--- config.mk ---
export PLATFORM = sky130hd
export DESIGN_NAME = shrot_unit
export DESIGN_NICKNAME = d
export VERILOG_FILES = /design/src/rtl/shrot_pkg.sv /design/src/rtl/shrot_step.sv /design/src/rtl/shrot_chain.sv /design/src/rtl/shrot_digit.sv /design/src/rtl/shrot_flags.sv /design/src/rtl/shrot_unit.sv
export SDC_FILE = /design/constraint.sdc
export NUM_CORES = 1
export LEC_CHECK = 0
export BUFFER_PORTS_ARGS = -buffer_cell sky130_fd_sc_hd__buf_2
export CAP_MARGIN = 20
export CORE_ASPECT_RATIO = 2
export CORE_MARGIN = 3
export CORE_UTILIZATION = 55
export CTS_CLUSTER_SIZE = 25
export DETAILED_ROUTE_END_ITERATION = 16
export MAX_ROUTING_LAYER = met4
export PLACE_DENSITY = 0.79
export SYNTH_ARGS = -nofsm -noshare
export SYNTH_HDL_FRONTEND = slang
export SYNTH_SLANG_ARGS = --single-unit
--- constraint.sdc ---
create_clock -name clk -period 4 [get_ports clk]
set_input_delay 0.4 -clock clk [delete_from_list [all_inputs] [get_ports clk]]
set_output_delay 0.4 -clock clk [all_outputs]
set_load 0.03 [all_outputs]
--- src/rtl/shrot_pkg.sv ---
// Shared operation codes and operation-class helpers for the counted
// shift and rotate unit. Assumes a 4-bit operation code.
package shrot_pkg;

    localparam logic [3:0] OP_ROR_B  = 4'd0;
    localparam logic [3:0] OP_ROL_B  = 4'd1;
    localparam logic [3:0] OP_RORC_B = 4'd2;
    localparam logic [3:0] OP_ROLC_B = 4'd3;
    localparam logic [3:0] OP_SHR_B  = 4'd4;
    localparam logic [3:0] OP_SHL_B  = 4'd5;
    localparam logic [3:0] OP_SHR_W  = 4'd6;
    localparam logic [3:0] OP_SHL_W  = 4'd7;
    localparam logic [3:0] OP_DIG_R  = 4'd8;
    localparam logic [3:0] OP_DIG_L  = 4'd9;

    // Byte rotates, plain or through carry.
    function automatic logic op_is_rot(input logic [3:0] op);
        return op <= OP_ROLC_B;
    endfunction

    // Logical shifts of byte or word.
    function automatic logic op_is_shift(input logic [3:0] op);
        return (op >= OP_SHR_B) && (op <= OP_SHL_W);
    endfunction

    // Operations that act on the low byte only.
    function automatic logic op_is_byte(input logic [3:0] op);
        return op <= OP_SHL_B;
    endfunction

    // Word shifts.
    function automatic logic op_is_word(input logic [3:0] op);
        return (op == OP_SHR_W) || (op == OP_SHL_W);
    endfunction

    // Nibble rotates between accumulator and memory byte.
    function automatic logic op_is_digit(input logic [3:0] op);
        return (op == OP_DIG_R) || (op == OP_DIG_L);
    endfunction

endpackage

--- src/rtl/shrot_step.sv ---
// One single-bit step of a shift or rotate, carry included.
// Assumes: for byte operations the upper part of cur_val is zero.
// Codes outside the shift/rotate set pass value and carry unchanged.
module shrot_step
    import shrot_pkg::*;
#(
    parameter int DATA_W = 16,
    parameter int BYTE_W = 8
) (
    input  logic [3:0]        op,
    input  logic [DATA_W-1:0] cur_val,
    input  logic              cur_cy,
    output logic [DATA_W-1:0] nxt_val,
    output logic              nxt_cy
);
    localparam int HI_W = DATA_W - BYTE_W;

    logic [BYTE_W-1:0] lo;
    assign lo = cur_val[BYTE_W-1:0];

    // Select the next value and carry for one bit of movement.
    always_comb begin
        nxt_val = cur_val;
        nxt_cy  = cur_cy;
        case (op)
            OP_ROR_B: begin
                nxt_val = {{HI_W{1'b0}}, lo[0], lo[BYTE_W-1:1]};
                nxt_cy  = lo[0];
            end
            OP_ROL_B: begin
                nxt_val = {{HI_W{1'b0}}, lo[BYTE_W-2:0], lo[BYTE_W-1]};
                nxt_cy  = lo[BYTE_W-1];
            end
            OP_RORC_B: begin
                nxt_val = {{HI_W{1'b0}}, cur_cy, lo[BYTE_W-1:1]};
                nxt_cy  = lo[0];
            end
            OP_ROLC_B: begin
                nxt_val = {{HI_W{1'b0}}, lo[BYTE_W-2:0], cur_cy};
                nxt_cy  = lo[BYTE_W-1];
            end
            OP_SHR_B: begin
                nxt_val = {{HI_W{1'b0}}, 1'b0, lo[BYTE_W-1:1]};
                nxt_cy  = lo[0];
            end
            OP_SHL_B: begin
                nxt_val = {{HI_W{1'b0}}, lo[BYTE_W-2:0], 1'b0};
                nxt_cy  = lo[BYTE_W-1];
            end
            OP_SHR_W: begin
                nxt_val = {1'b0, cur_val[DATA_W-1:1]};
                nxt_cy  = cur_val[0];
            end
            OP_SHL_W: begin
                nxt_val = {cur_val[DATA_W-2:0], 1'b0};
                nxt_cy  = cur_val[DATA_W-1];
            end
            default: ;
        endcase
    end

endmodule

--- src/rtl/shrot_chain.sv ---
// Unrolled chain of single-bit steps; the tap selected by count gives
// the result after count repetitions. Assumes count <= 2**CNT_W - 1.
module shrot_chain
    import shrot_pkg::*;
#(
    parameter int DATA_W = 16,
    parameter int BYTE_W = 8,
    parameter int CNT_W  = 3
) (
    input  logic [3:0]        op,
    input  logic [DATA_W-1:0] src_val,
    input  logic              src_cy,
    input  logic [CNT_W-1:0]  count,
    output logic [DATA_W-1:0] dst_val,
    output logic              dst_cy
);
    localparam int STEPS = (1 << CNT_W) - 1;
    localparam int HI_W  = DATA_W - BYTE_W;

    logic [DATA_W-1:0] stage_val [STEPS+1];
    logic              stage_cy  [STEPS+1];

    // Byte operations see a zero-extended low byte.
    assign stage_val[0] = op_is_byte(op) ? {{HI_W{1'b0}}, src_val[BYTE_W-1:0]}
                                         : src_val;
    assign stage_cy[0]  = src_cy;

    generate
        for (genvar g = 0; g < STEPS; g++) begin : g_step
            shrot_step #(
                .DATA_W(DATA_W),
                .BYTE_W(BYTE_W)
            ) u_step (
                .op      (op),
                .cur_val (stage_val[g]),
                .cur_cy  (stage_cy[g]),
                .nxt_val (stage_val[g+1]),
                .nxt_cy  (stage_cy[g+1])
            );
        end
    endgenerate

    // Tap the stage matching the repeat count.
    assign dst_val = stage_val[count];
    assign dst_cy  = stage_cy[count];

endmodule

--- src/rtl/shrot_digit.sv ---
// Three-way nibble exchange between the accumulator low nibble and the
// two nibbles of a memory byte. The accumulator high nibble is kept.
module shrot_digit #(
    parameter int BYTE_W = 8
) (
    input  logic              to_left,
    input  logic [BYTE_W-1:0] acc_in,
    input  logic [BYTE_W-1:0] mem_in,
    output logic [BYTE_W-1:0] acc_out,
    output logic [BYTE_W-1:0] mem_out
);
    localparam int NIB_W = BYTE_W / 2;

    logic [NIB_W-1:0] a_lo, a_hi, m_lo, m_hi;
    assign a_lo = acc_in[NIB_W-1:0];
    assign a_hi = acc_in[BYTE_W-1:NIB_W];
    assign m_lo = mem_in[NIB_W-1:0];
    assign m_hi = mem_in[BYTE_W-1:NIB_W];

    // Route the three nibbles according to direction.
    always_comb begin
        if (to_left) begin
            acc_out = {a_hi, m_hi};
            mem_out = {m_lo, a_lo};
        end else begin
            acc_out = {a_hi, m_lo};
            mem_out = {a_lo, m_hi};
        end
    end

endmodule

--- src/rtl/shrot_flags.sv ---
// Flag update: shifts set Z from the result width, clear AC and take the
// chain carry; rotates take only the chain carry; others pass flags through.
module shrot_flags
    import shrot_pkg::*;
#(
    parameter int DATA_W = 16,
    parameter int BYTE_W = 8
) (
    input  logic [3:0]        op,
    input  logic [DATA_W-1:0] res,
    input  logic              chain_cy,
    input  logic              z_in,
    input  logic              ac_in,
    input  logic              cy_in,
    output logic              z_out,
    output logic              ac_out,
    output logic              cy_out
);
    // Pick the flag sources by operation class.
    always_comb begin
        z_out  = z_in;
        ac_out = ac_in;
        cy_out = cy_in;
        if (op_is_shift(op)) begin
            z_out  = op_is_word(op) ? (res == '0) : (res[BYTE_W-1:0] == '0);
            ac_out = 1'b0;
            cy_out = chain_cy;
        end else if (op_is_rot(op)) begin
            cy_out = chain_cy;
        end
    end

endmodule

--- src/rtl/shrot_unit.sv ---
// Counted shift/rotate unit with carry. Accepts one operation per cycle
// when in_valid is high and presents registered results one edge later.
// Assumes the caller holds no state; outputs keep their value when idle.
module shrot_unit
    import shrot_pkg::*;
#(
    parameter int DATA_W = 16,
    parameter int BYTE_W = 8,
    parameter int CNT_W  = 3
) (
    input  logic              clk,
    input  logic              rst_n,
    input  logic              in_valid,
    input  logic [3:0]        in_op,
    input  logic [DATA_W-1:0] in_opnd,
    input  logic [CNT_W-1:0]  in_count,
    input  logic              in_cy,
    input  logic              in_z,
    input  logic              in_ac,
    input  logic [BYTE_W-1:0] in_acc,
    input  logic [BYTE_W-1:0] in_mem,
    output logic              out_valid,
    output logic [DATA_W-1:0] out_res,
    output logic [BYTE_W-1:0] out_acc,
    output logic [BYTE_W-1:0] out_mem,
    output logic              out_z,
    output logic              out_ac,
    output logic              out_cy
);
    localparam int HI_W = DATA_W - BYTE_W;

    logic [DATA_W-1:0] chain_val;
    logic              chain_cy;
    logic [BYTE_W-1:0] dig_acc, dig_mem;
    logic [DATA_W-1:0] res_next;
    logic [BYTE_W-1:0] acc_next, mem_next;
    logic              z_next, ac_next, cy_next;
    logic              is_digit;

    assign is_digit = op_is_digit(in_op);

    shrot_chain #(
        .DATA_W(DATA_W),
        .BYTE_W(BYTE_W),
        .CNT_W (CNT_W)
    ) u_chain (
        .op      (in_op),
        .src_val (in_opnd),
        .src_cy  (in_cy),
        .count   (in_count),
        .dst_val (chain_val),
        .dst_cy  (chain_cy)
    );

    shrot_digit #(
        .BYTE_W(BYTE_W)
    ) u_digit (
        .to_left (in_op == OP_DIG_L),
        .acc_in  (in_acc),
        .mem_in  (in_mem),
        .acc_out (dig_acc),
        .mem_out (dig_mem)
    );

    shrot_flags #(
        .DATA_W(DATA_W),
        .BYTE_W(BYTE_W)
    ) u_flags (
        .op       (in_op),
        .res      (chain_val),
        .chain_cy (chain_cy),
        .z_in     (in_z),
        .ac_in    (in_ac),
        .cy_in    (in_cy),
        .z_out    (z_next),
        .ac_out   (ac_next),
        .cy_out   (cy_next)
    );

    // Merge digit and chain results into the next output values.
    always_comb begin
        res_next = is_digit ? '0 : chain_val;
        acc_next = is_digit ? dig_acc : in_acc;
        mem_next = is_digit ? dig_mem : in_mem;
    end

    // Output registers: clear on reset, load on a valid operation.
    always_ff @(posedge clk) begin
        if (!rst_n) begin
            out_valid <= 1'b0;
            out_res   <= '0;
            out_acc   <= '0;
            out_mem   <= '0;
            out_z     <= 1'b0;
            out_ac    <= 1'b0;
            out_cy    <= 1'b0;
        end else begin
            out_valid <= in_valid;
            if (in_valid) begin
                out_res <= res_next;
                out_acc <= acc_next;
                out_mem <= mem_next;
                out_z   <= z_next;
                out_ac  <= ac_next;
                out_cy  <= cy_next;
            end
        end
    end

    // a valid operation yields out_valid on the next edge.
    p_valid_next_r11: assert property (@(posedge clk) disable iff (!rst_n)
        in_valid |=> out_valid);

    // idle cycles hold results and drop out_valid.
    p_idle_hold_r11: assert property (@(posedge clk) disable iff (!rst_n)
        !in_valid |=> (!out_valid && $stable(out_res) && $stable(out_acc)
                       && $stable(out_mem) && $stable(out_cy)));

    // count of zero keeps the carry for every operation.
    p_zero_count_cy_r1: assert property (@(posedge clk) disable iff (!rst_n)
        (in_valid && in_count == '0) |=> (out_cy == $past(in_cy)));

    // shifts always clear the auxiliary carry.
    p_shift_ac_clear_r6: assert property (@(posedge clk) disable iff (!rst_n)
        (in_valid && op_is_shift(in_op)) |=> !out_ac);

    // rotates keep zero and auxiliary carry.
    p_rot_flags_keep_r7: assert property (@(posedge clk) disable iff (!rst_n)
        (in_valid && op_is_rot(in_op)) |=>
            (out_z == $past(in_z) && out_ac == $past(in_ac)));

    // digit rotates keep all flags and the accumulator high nibble.
    p_digit_keep_r9: assert property (@(posedge clk) disable iff (!rst_n)
        (in_valid && op_is_digit(in_op)) |=>
            (out_z == $past(in_z) && out_ac == $past(in_ac) && out_cy == $past(in_cy)
             && out_acc[BYTE_W-1:BYTE_W/2] == $past(in_acc[BYTE_W-1:BYTE_W/2])));

    // byte operations produce a zero upper result part.
    p_byte_upper_zero_r4: assert property (@(posedge clk) disable iff (!rst_n)
        (in_valid && op_is_byte(in_op)) |=> (out_res[DATA_W-1:BYTE_W] == {HI_W{1'b0}}));

endmodule

Word-level counts from Yosys, hierarchy flattened. Index checks and enable logic that the tools add are counted.

Flip-flop bits (word level): 36. Output and inout bits: 36. Logic and storage cells: 61.

Order comparisons: 5. Equality and inequality tests: 9. Mux-type cells: 31. Bitwise operators: 1. Reductions and logical operators: 8.

Operators with widths (count): $pmux 16 s8 (7); $mux 16 (4); $bmux 16 s3 (1); $pmux 1 s3 (7); $eq 4x3->1 const B (4); $logic_not 16->1 (1); $mux 8 (2); $eq 4x2->1 const B (2); $eq 4x4->1 const B (2); $le 4x3->1 const B (2); $logic_not 8->1 (1); $mux 4 (2); $mux 1 (7); $eq 4x1->1 const B (1); $ge 4x3->1 const B (1); $ge 4x4->1 const B (1); $le 4x2->1 const B (1); $logic_not 4->1 (1); $not 3->4 (1); $reduce_or 4->1 (1); $bmux 1 s3 (1); $reduce_or 3->1 (1); $logic_or 1x1->1 (2); $logic_and 1x1->1 (1).

Logic depth before layout (Yosys ltp). Gate-level depths: netlist of the first run.

Depth after elaboration: 15. Depth in mapped cells: 12.

Hierarchy. From an unflattened synthesis of the first run, not the netlist that was laid out.

Cells, all modules: 755. Area, all modules: 5904.4 sq um.

By module, submodules not included: shrot_step (times used 7, cells an instance 64, area each 409.1 sq um, sequential area each 0.0 sq um); shrot_unit (times used 1, cells an instance 173, area each 1510.2 sq um, sequential area each 720.7 sq um); shrot_chain (times used 1, cells an instance 107, area each 1239.9 sq um, sequential area each 0.0 sq um); shrot_digit (times used 1, cells an instance 17, area each 214.0 sq um, sequential area each 0.0 sq um); shrot_flags (times used 1, cells an instance 10, area each 76.3 sq um, sequential area each 0.0 sq um).

Worst setup path after synthesis of the first run. OpenSTA, ideal clock, no wires.

Path type: input to register. From: input in_opnd[8]. To: register out_z. Setup time: 0.086 ns. Arrival time: 2.330 ns. Data required time: 3.914 ns. Setup slack: 1.583 ns. Stages: 9. Buffers on the path: 1. Path through: buf_2 -> mux2_2 -> a22oi_1 -> a21boi_2 -> a311oi_1 -> a32oi_1 -> nand4_1 -> or4_1 -> a221oi_2.

Word-level cells in the longest chain between the ends: 14. Elaborated cells on any way between the ends: 20. Those cells by class: 18 x mux; 2 x reduce/logical.

Ends and longest elaborated chain: from (decl) (RTL line shrot_unit.sv:15) `input logic [DATA_W-1:0] in_opnd,`; $mux 16 * (RTL line shrot_chain.sv:24) `assign stage_val[0] = op_is_byte(op) ? {{HI_W{1'b0}}, src_val[BYTE_W-1:0]}`; $pmux 16 s8 (RTL line shrot_step.sv:25) `case (op)`; $pmux 16 s8 or $pmux 1 s3 (tied branches) (5 in series) (RTL line shrot_step.sv:25); $pmux 16 s8 (RTL line shrot_step.sv:25); $bmux 16 s3 * (RTL line shrot_chain.sv:44) `assign dst_val = stage_val[count];`; $mux 16 (implied by the code) * (2 in series) (RTL line shrot_chain.sv:44); $logic_not 16->1 or $logic_not 8->1 (tied branches) (RTL line shrot_flags.sv:25) `z_out = op_is_word(op) ? (res == '0) : (res[BYTE_W-1:0] == '0);`; $mux 1 * (RTL line shrot_flags.sv:25); $mux 1 * (RTL line shrot_flags.sv:24) `if (op_is_shift(op)) begin`; to (signal assigned) (RTL line shrot_unit.sv:103) `out_z <= z_next;`; to (decl) (RTL line shrot_unit.sv:26) `output logic out_z,`.

Every way passes the cells marked *; elsewhere a longest branch is shown, timed or not. The select of a mux whose other input is x is not followed. A chain may end at the register's enable or synchronous reset.

Worst setup path after layout of the first run.
From: input in_op[1]. To: register out_z.

Word-level cells in the longest chain between the ends: 15. Elaborated cells on any way between the ends: 36. Those cells by class: 3 x order compare; 7 x eq/ne; 19 x mux; 7 x reduce/logical.

Ends and longest elaborated chain: from (decl) (RTL line shrot_unit.sv:14) `input logic [3:0] in_op,`; $le 4x3->1 (tied with other cells) (RTL line shrot_pkg.sv:28) `return op <= OP_SHL_B;`; $mux 16 (tied with other cells) (RTL line shrot_chain.sv:24); $pmux 16 s8 or $pmux 1 s3 (tied branches) (6 in series) (RTL line shrot_step.sv:25); $pmux 16 s8 (RTL line shrot_step.sv:25); $bmux 16 s3 (RTL line shrot_chain.sv:44); $mux 16 (implied by the code) (2 in series) (RTL line shrot_chain.sv:44); $logic_not 16->1 or $logic_not 8->1 (tied branches) (RTL line shrot_flags.sv:25); $mux 1 (RTL line shrot_flags.sv:25); $mux 1 * (RTL line shrot_flags.sv:24).

Marked as above.

==> results of run 1 <==
==> final cells by class <==
cell class | instances | area (um^2) | share of cell area [%]
Multi-Input combinational cell | 500 | 3248 | 66.87
Sequential cell | 36 | 720.7 | 14.84
Timing Repair Buffer | 97 | 528.0 | 10.87
Clock buffer | 5 | 125.1 | 2.576
Tap cell | 94 | 117.6 | 2.421
Inverter | 20 | 75.07 | 1.546
Clock inverter | 3 | 42.54 | 0.8758
==> cells by family (layout without fill, tap and decap cells) <==
logic type / after synthesis / count (layout) / synth area share, %
compound gates: 227 / 227 / 35.45
buf+inv: 92 / 125 / 10.12
flops: 36 / 36 / 16.32
mux: 48 / 48 / 11.62
simple gates: 225 / 225 / 26.50
==> worst min-delay path, cell delays in order <==
cell and delay, ns:
buf_2 0.07, mux2i_1 0.06, nor2b_1 0.10
==> flip-flops by register name (all words and copies together), names as in the netlist <==
name and cells:
out_cy 1, out_valid 1, out_ac 1, out_z 1, out_mem 8, out_acc 8
out_res 16
==> power groups by stage <==
stage | Sequential (mW) | Clock (mW) | Combinational (mW)
finish | 0.397 | 0.444 | 0.541
global route | 0.399 | 0.464 | 0.572
CTS | 0.396 | 0.450 | 0.520
detailed placement | 0.403 | 0 | 0.516
global placement | 0.402 | 0 | 0.516
floorplan | 0.450 | 0 | 0.314
==> metal layers <==
metal / GRT usage (%) / vias up / share of wire [%]
li1: - / 2421 / -
met1: 44.27 / 2513 / 32
met2: 66.12 / 502 / 48
met3: 6.160 / 169 / 10
met4: 34.46 / 0 / 9.7
met5: - / - / 0
==> final timing paths <==
kind	slack, ns	end	start
worst min register to register	0.50	out_res[3]	out_res[3]
worst max register to register	3.19	out_cy	out_cy
worst max-delay path	0.86	out_z	in_op[1]
worst min-delay path	0.38	out_acc[7]	in_acc[7]
==> placed cells by master (no fill, tap or decap), drive strengths merged, types with 4 or more instances in the layout <==
cell type,n
a21oi,40
a2111oi,4
o311ai,4
a21o,4
nand3,23
nor3,7
o211ai,13
a21boi,10
mux2i,34
a32oi,6
a211oi,13
and2,15
nand2b,18
nor2,33
a31oi,14
nand2,71
clkbuf,5
o22ai,12
and3,4
dfxtp,36
inv,18
mux2,13
o21ai,48
buf,97
nand4,7
a221oi,13
a311oi,8
nor2b,26
a22oi,7
==> through the flow <==
step	utilization (%)	instances	cell area, um^2
after floorplan	-	628	4415
after global placement	60.79	747	4690
after detailed placement	60.79	747	4690
after CTS	62.97	755	4857
after global routing	62.97	755	4857
final	62.97	755	4857
==> flow_metrics.env, run 1 <==
export IMPL_setup_tns_ns=0
export IMPL_initial_utilization_pct=57.24
export IMPL_drc=0
export IMPL_critPathBufInv=2
export IMPL_internal_power_uw=854.0
export IMPL_clock_skew_ns=0
export IMPL_clk_pin_slew_ns=0.06
export IMPL_finalCriticalPeriod_ns=3.137
export IMPL_dieArea_um2=9204
export IMPL_place_port_buffers=80
export IMPL_hold_ws_ns=0.3836
export IMPL_pwr_share_comb_pct=39.1
export IMPL_cts_resized=0
export IMPL_synth_distinct_cells=79
export IMPL_min_path_cells=3
export IMPL_postSynthCellCount=628
export IMPL_wl_um=18980
export IMPL_clk_latency_ns=0.28
export IMPL_drtPass1Iterations=5
export IMPL_post_cts_setup_buffers=0
export IMPL_cp_depth=10
export IMPL_rsz0062_at_grt="no"
export IMPL_seqPwrFrac_pct=28.7
export IMPL_viasPerCell=7.424
export IMPL_overflow=0
export IMPL_cp_end_kind="flop"
export IMPL_wl_per_cell_um=25.14
export IMPL_cts_path_max_buffers=2
export IMPL_netlist_top_cells_area="dfxtp_1, mux2i_1, nand2_1"
export IMPL_nets=705
export IMPL_fmax_mhz=318.8
export IMPL_crit_path_frequent_cell="a221oi_2"
export IMPL_p_leak_nw=1.959
export IMPL_ant_nets=0
export IMPL_syn_cell_area_um2=4415
export IMPL_hold_buffers=0
export IMPL_grt_max_degree=49
export IMPL_num_rows=45
export IMPL_synthFlopType="dfxtp_1"
export IMPL_grtUsageTotal_pct=41.39
export IMPL_crit_path_max_incr_delay_ns=0.61
export IMPL_slew_limit_headroom_pct=23.16
export IMPL_grt_pass1_wl_um=29550
export IMPL_ys_ff_latch=36
export IMPL_core_um2=7714
export IMPL_critPathRequiredTime_ns=4.20
export IMPL_synthToLayoutAreaGrowth_pct=10.00
export IMPL_vias=5605
export IMPL_cts_buffers_inserted=5
export IMPL_p_clk_share_pct=32.2
export IMPL_nFillCells=698
export IMPL_worstPathMaxFanout=21
export IMPL_ctsHtreeMaxLevel=2
export IMPL_antenna_found_initial=0
export IMPL_place_ws_ns=0.6507
export IMPL_worst_setup_path_type="input pin to flop"
export IMPL_reg2reg_depth=2
export IMPL_synth_top_cell_area_share_pct=16.32
export IMPL_max_cap_violations=0
export IMPL_timing_final_crit_share_pct=78.43
export IMPL_finalSetupViolCount=0
export IMPL_crit_chain="buf_2 -> buf_4 -> mux2_4 -> a221oi_2 -> o211ai_2 -> o21a_1 -> o21ai_1 -> a31oi_1 -> or4_1 -> a221oi_2"
export IMPL_antennaDiodeCount=0
export IMPL_dp_hpwl_um=13510
export IMPL_status="complete, no violations"
export IMPL_yosysTopAreaCell="dfxtp_1"
export IMPL_synth_common_cells="nand2_1, o21ai_0, a21oi_1, clkbuf_1, dfxtp_1"
export IMPL_power_switching_uw=528.1
export IMPL_cts_tree="done"
export IMPL_hp_class="input pin to flop"
export IMPL_hold_viol=0
export IMPL_synth_async_reset_ratio_pct=0
export IMPL_fp_dieW_um=69.36
export IMPL_grt_pass1_vias=5463
export IMPL_critPathArrivalTime_ns=3.34
export IMPL_drv_slew=0
export IMPL_p_total_mw=1.382
export IMPL_slowest_stage="or4_1"
export IMPL_tightest_slew_ns=1.138
export IMPL_gp_congestion=1.062
export IMPL_ys_warn_count=0
export IMPL_syn_nets=673
export IMPL_cp_top_family="compound AO/OA/AOI/OAI gates"
export IMPL_synth_edff_count=0
export IMPL_cts_root_buffer="clkbuf_16"
export IMPL_power_density_nw_per_um2=284.6
export IMPL_fp_dieH_um=132.7
export IMPL_yosysMostFrequentCell="nand2_1"
export IMPL_clkSinkCount=36
export IMPL_fin_ws_ns=0.8629
export IMPL_swShare_pct=38.21
export IMPL_vdd_drop_max_mv=0.3640
export IMPL_start_kind="input pin"
export IMPL_drive_gt1_share_pct=19.97
export IMPL_yosysSeqAreaShare_pct=16.32
export IMPL_syn_avg_cell_area_um2=7.031
export IMPL_first_iter_violations=898
export IMPL_num_io_pins=81
Power figures use the tool's default switching activity.
==> run 2: changes to the inputs <==
--- a/config.mk
+++ b/config.mk
@@ -9,11 +9,11 @@
 export CAP_MARGIN = 20
 export CORE_ASPECT_RATIO = 2
 export CORE_MARGIN = 3
-export CORE_UTILIZATION = 55
+export CORE_UTILIZATION = 52
 export CTS_CLUSTER_SIZE = 25
 export DETAILED_ROUTE_END_ITERATION = 16
 export MAX_ROUTING_LAYER = met4
-export PLACE_DENSITY = 0.79
+export PLACE_DENSITY = 0.78
 export SYNTH_ARGS = -nofsm -noshare
 export SYNTH_HDL_FRONTEND = slang
 export SYNTH_SLANG_ARGS = --single-unit
==> constraint.sdc (replaced) <==
create_clock -name clk -period 2.8 [get_ports clk]
set_input_delay 0.28 -clock clk [delete_from_list [all_inputs] [get_ports clk]]
set_output_delay 0.28 -clock clk [all_outputs]
set_load 0.03 [all_outputs]
==> run 2 against run 1 <==
Global-route usage up 2.9 points. Clock skew unchanged. Die area up 5.4%. Combinational power up 69%. Worst setup slack worse by 0.75 ns. Register-to-register slack worse by 1.2 ns. Clock power up 26%. Via count up 7.0%. Wire length up 12%. Count of clock-buffer cells in the layout unchanged. Critical endpoint is now out_res[8]. Largest cell class unchanged.
==> flow_metrics.env, run 2 (synthesis results as in run 1) <==
export IMPL_status="complete, no violations"
export IMPL_final_cell_mix="buf_4, buf_2, nand2_1, o21ai_0, a21oi_1"
export IMPL_postLayoutCellArea_um2=5534
export IMPL_grt_max_degree=37
export IMPL_nets=789
export IMPL_p_leak_nw=2.371
export IMPL_use_met1_pct=46.54
export IMPL_clk_latency_ns=0.28
export IMPL_place_port_buffers=80
export IMPL_use_met2_pct=73.51
export IMPL_finalCriticalPeriod_ns=2.683
export IMPL_cts_buffers_inserted=5
export IMPL_place_ws_ns=-0.03567
export IMPL_initial_utilization_pct=53.25
export IMPL_rsz0062_at_grt="yes"
export IMPL_fp_dieH_um=136.3
export IMPL_timing_final_crit_share_pct=95.81
export IMPL_regMostFlops="out_res"
export IMPL_viasPerCell=7.112
export IMPL_hp_class="input pin to flop"
export IMPL_drv_slew=0
export IMPL_fin_ws_ns=0.1173
export IMPL_critPathRequiredTime_ns=3.01
export IMPL_cp_end_kind="flop"
export IMPL_cts_tree="done"
export IMPL_clk_pin_slew_ns=0.06
export IMPL_fp_dieW_um=71.16
export IMPL_slowest_stage="nor3b_1"
export IMPL_p_total_mw=2.036
export IMPL_setup_tns_ns=0
export IMPL_ant_nets=0
export IMPL_use_met3_pct=7.772
export IMPL_final_cells=843
export IMPL_dp_cells=835
export IMPL_final_util_pct=66.74
export IMPL_num_io_pins=81
export IMPL_first_iter_violations=1197
export IMPL_core_um2=8292
export IMPL_cp_top_family="compound AO/OA/AOI/OAI gates"
export IMPL_place_area_um2=5375
export IMPL_dp_hpwl_um=15840
export IMPL_synthToLayoutAreaGrowth_pct=25.33
export IMPL_wl_um=21240
export IMPL_drtPass1Iterations=6
export IMPL_crit_path_max_incr_delay_ns=0.54
export IMPL_num_rows=47
export IMPL_grtUsageTotal_pct=44.24
export IMPL_power_density_nw_per_um2=367.8
export IMPL_start_kind="input pin"
export IMPL_vdd_drop_max_mv=0.6675
export IMPL_overflow=0
export IMPL_critPathBufInv=2
export IMPL_grt_pass1_wl_um=31910
export IMPL_critPathArrivalTime_ns=2.89
export IMPL_wl_per_cell_um=25.19
export IMPL_tightest_slew_ns=0.9579
export IMPL_worstPathMaxFanout=13
export IMPL_dieArea_um2=9700
export IMPL_drc=0
export IMPL_hold_viol=0
export IMPL_clkSinkCount=36
export IMPL_gp_congestion=1.077
export IMPL_max_cap_violations=0
export IMPL_drive_gt1_share_pct=28.99
export IMPL_crit_chain="buf_2 -> nor3b_1 -> a22oi_1 -> a21boi_2 -> a221oi_1 -> o21ai_0 -> a32oi_1 -> buf_4 -> nand3_1 -> a21boi_0"
export IMPL_globalRoute_busiestLayer="met2"
export IMPL_antenna_found_initial=0
export IMPL_fmax_mhz=372.8
export IMPL_worst_setup_path_type="input pin to flop"
export IMPL_nFillCells=720
export IMPL_cts_path_max_buffers=2
export IMPL_finalSetupViolCount=0
export IMPL_vias=5995
export IMPL_largest_register_ffs=16
export IMPL_hold_ws_ns=0.2734
export IMPL_top_regs="out_res x16, out_acc x8, out_mem x8"
export IMPL_post_cts_setup_buffers=0
export IMPL_grt_pass1_vias=5780
export IMPL_slew_limit_headroom_pct=35.33
export IMPL_layout_commonest_cell="buf_4"
export IMPL_clock_skew_ns=0
export IMPL_cts_root_buffer="clkbuf_16"
export IMPL_ctsHtreeMaxLevel=2
export IMPL_antennaDiodeCount=0
run 2: worst paths after layout:
| path | start | slack [ns] | endpoint | depth (start not counted) |
|---|---|---|---|---|
| hold reg to reg | out_ac | 0.50 | out_ac | 2 |
| setup / recovery | in_op[1] | 0.12 | out_res[8] | 10 |
| setup reg to reg | out_res[5] | 2.03 | out_res[5] | 3 |
| hold / removal | in_acc[5] | 0.27 | out_acc[5] | 3 |
run 2: per-layer routing:
metal	up-vias	part of all wire, %
li1	2578	-
met1	2727	32
met2	514	48
met3	176	10
met4	0	9.5
met5	-	0
run 2: power breakdown:
group / internal [mW] / switching [mW]
clock network: 0.331 / 0.228
registers: 0.547 / 0.0181
logic: 0.352 / 0.559
run 2: repair_timing:
item / 4_1_cts / 5_1_grt
hold buffers: 0 / 0
setup endpoints to repair: 0 / 2
endpoints found under the hold margin: 0 / 0
gates resized for setup: 0 / 2
run 2: area by class of cell:
cell class	count	area (um^2)	share of cell area [%]
timing repair buffer	181	1209	21.84
multi-input combinational	500	3258	58.87
inverter	20	75.07	1.357
tap	98	122.6	2.216
clock buffer	5	125.1	2.261
clock inverter	3	23.77	0.4296
sequential	36	720.7	13.02
run 2: worst register-to-register path, stage by stage, from the launching register on:
cell and delay (ns):
dfxtp_1 0.33, inv_1 0.05, o22ai_1 0.18, and2_1 0.16
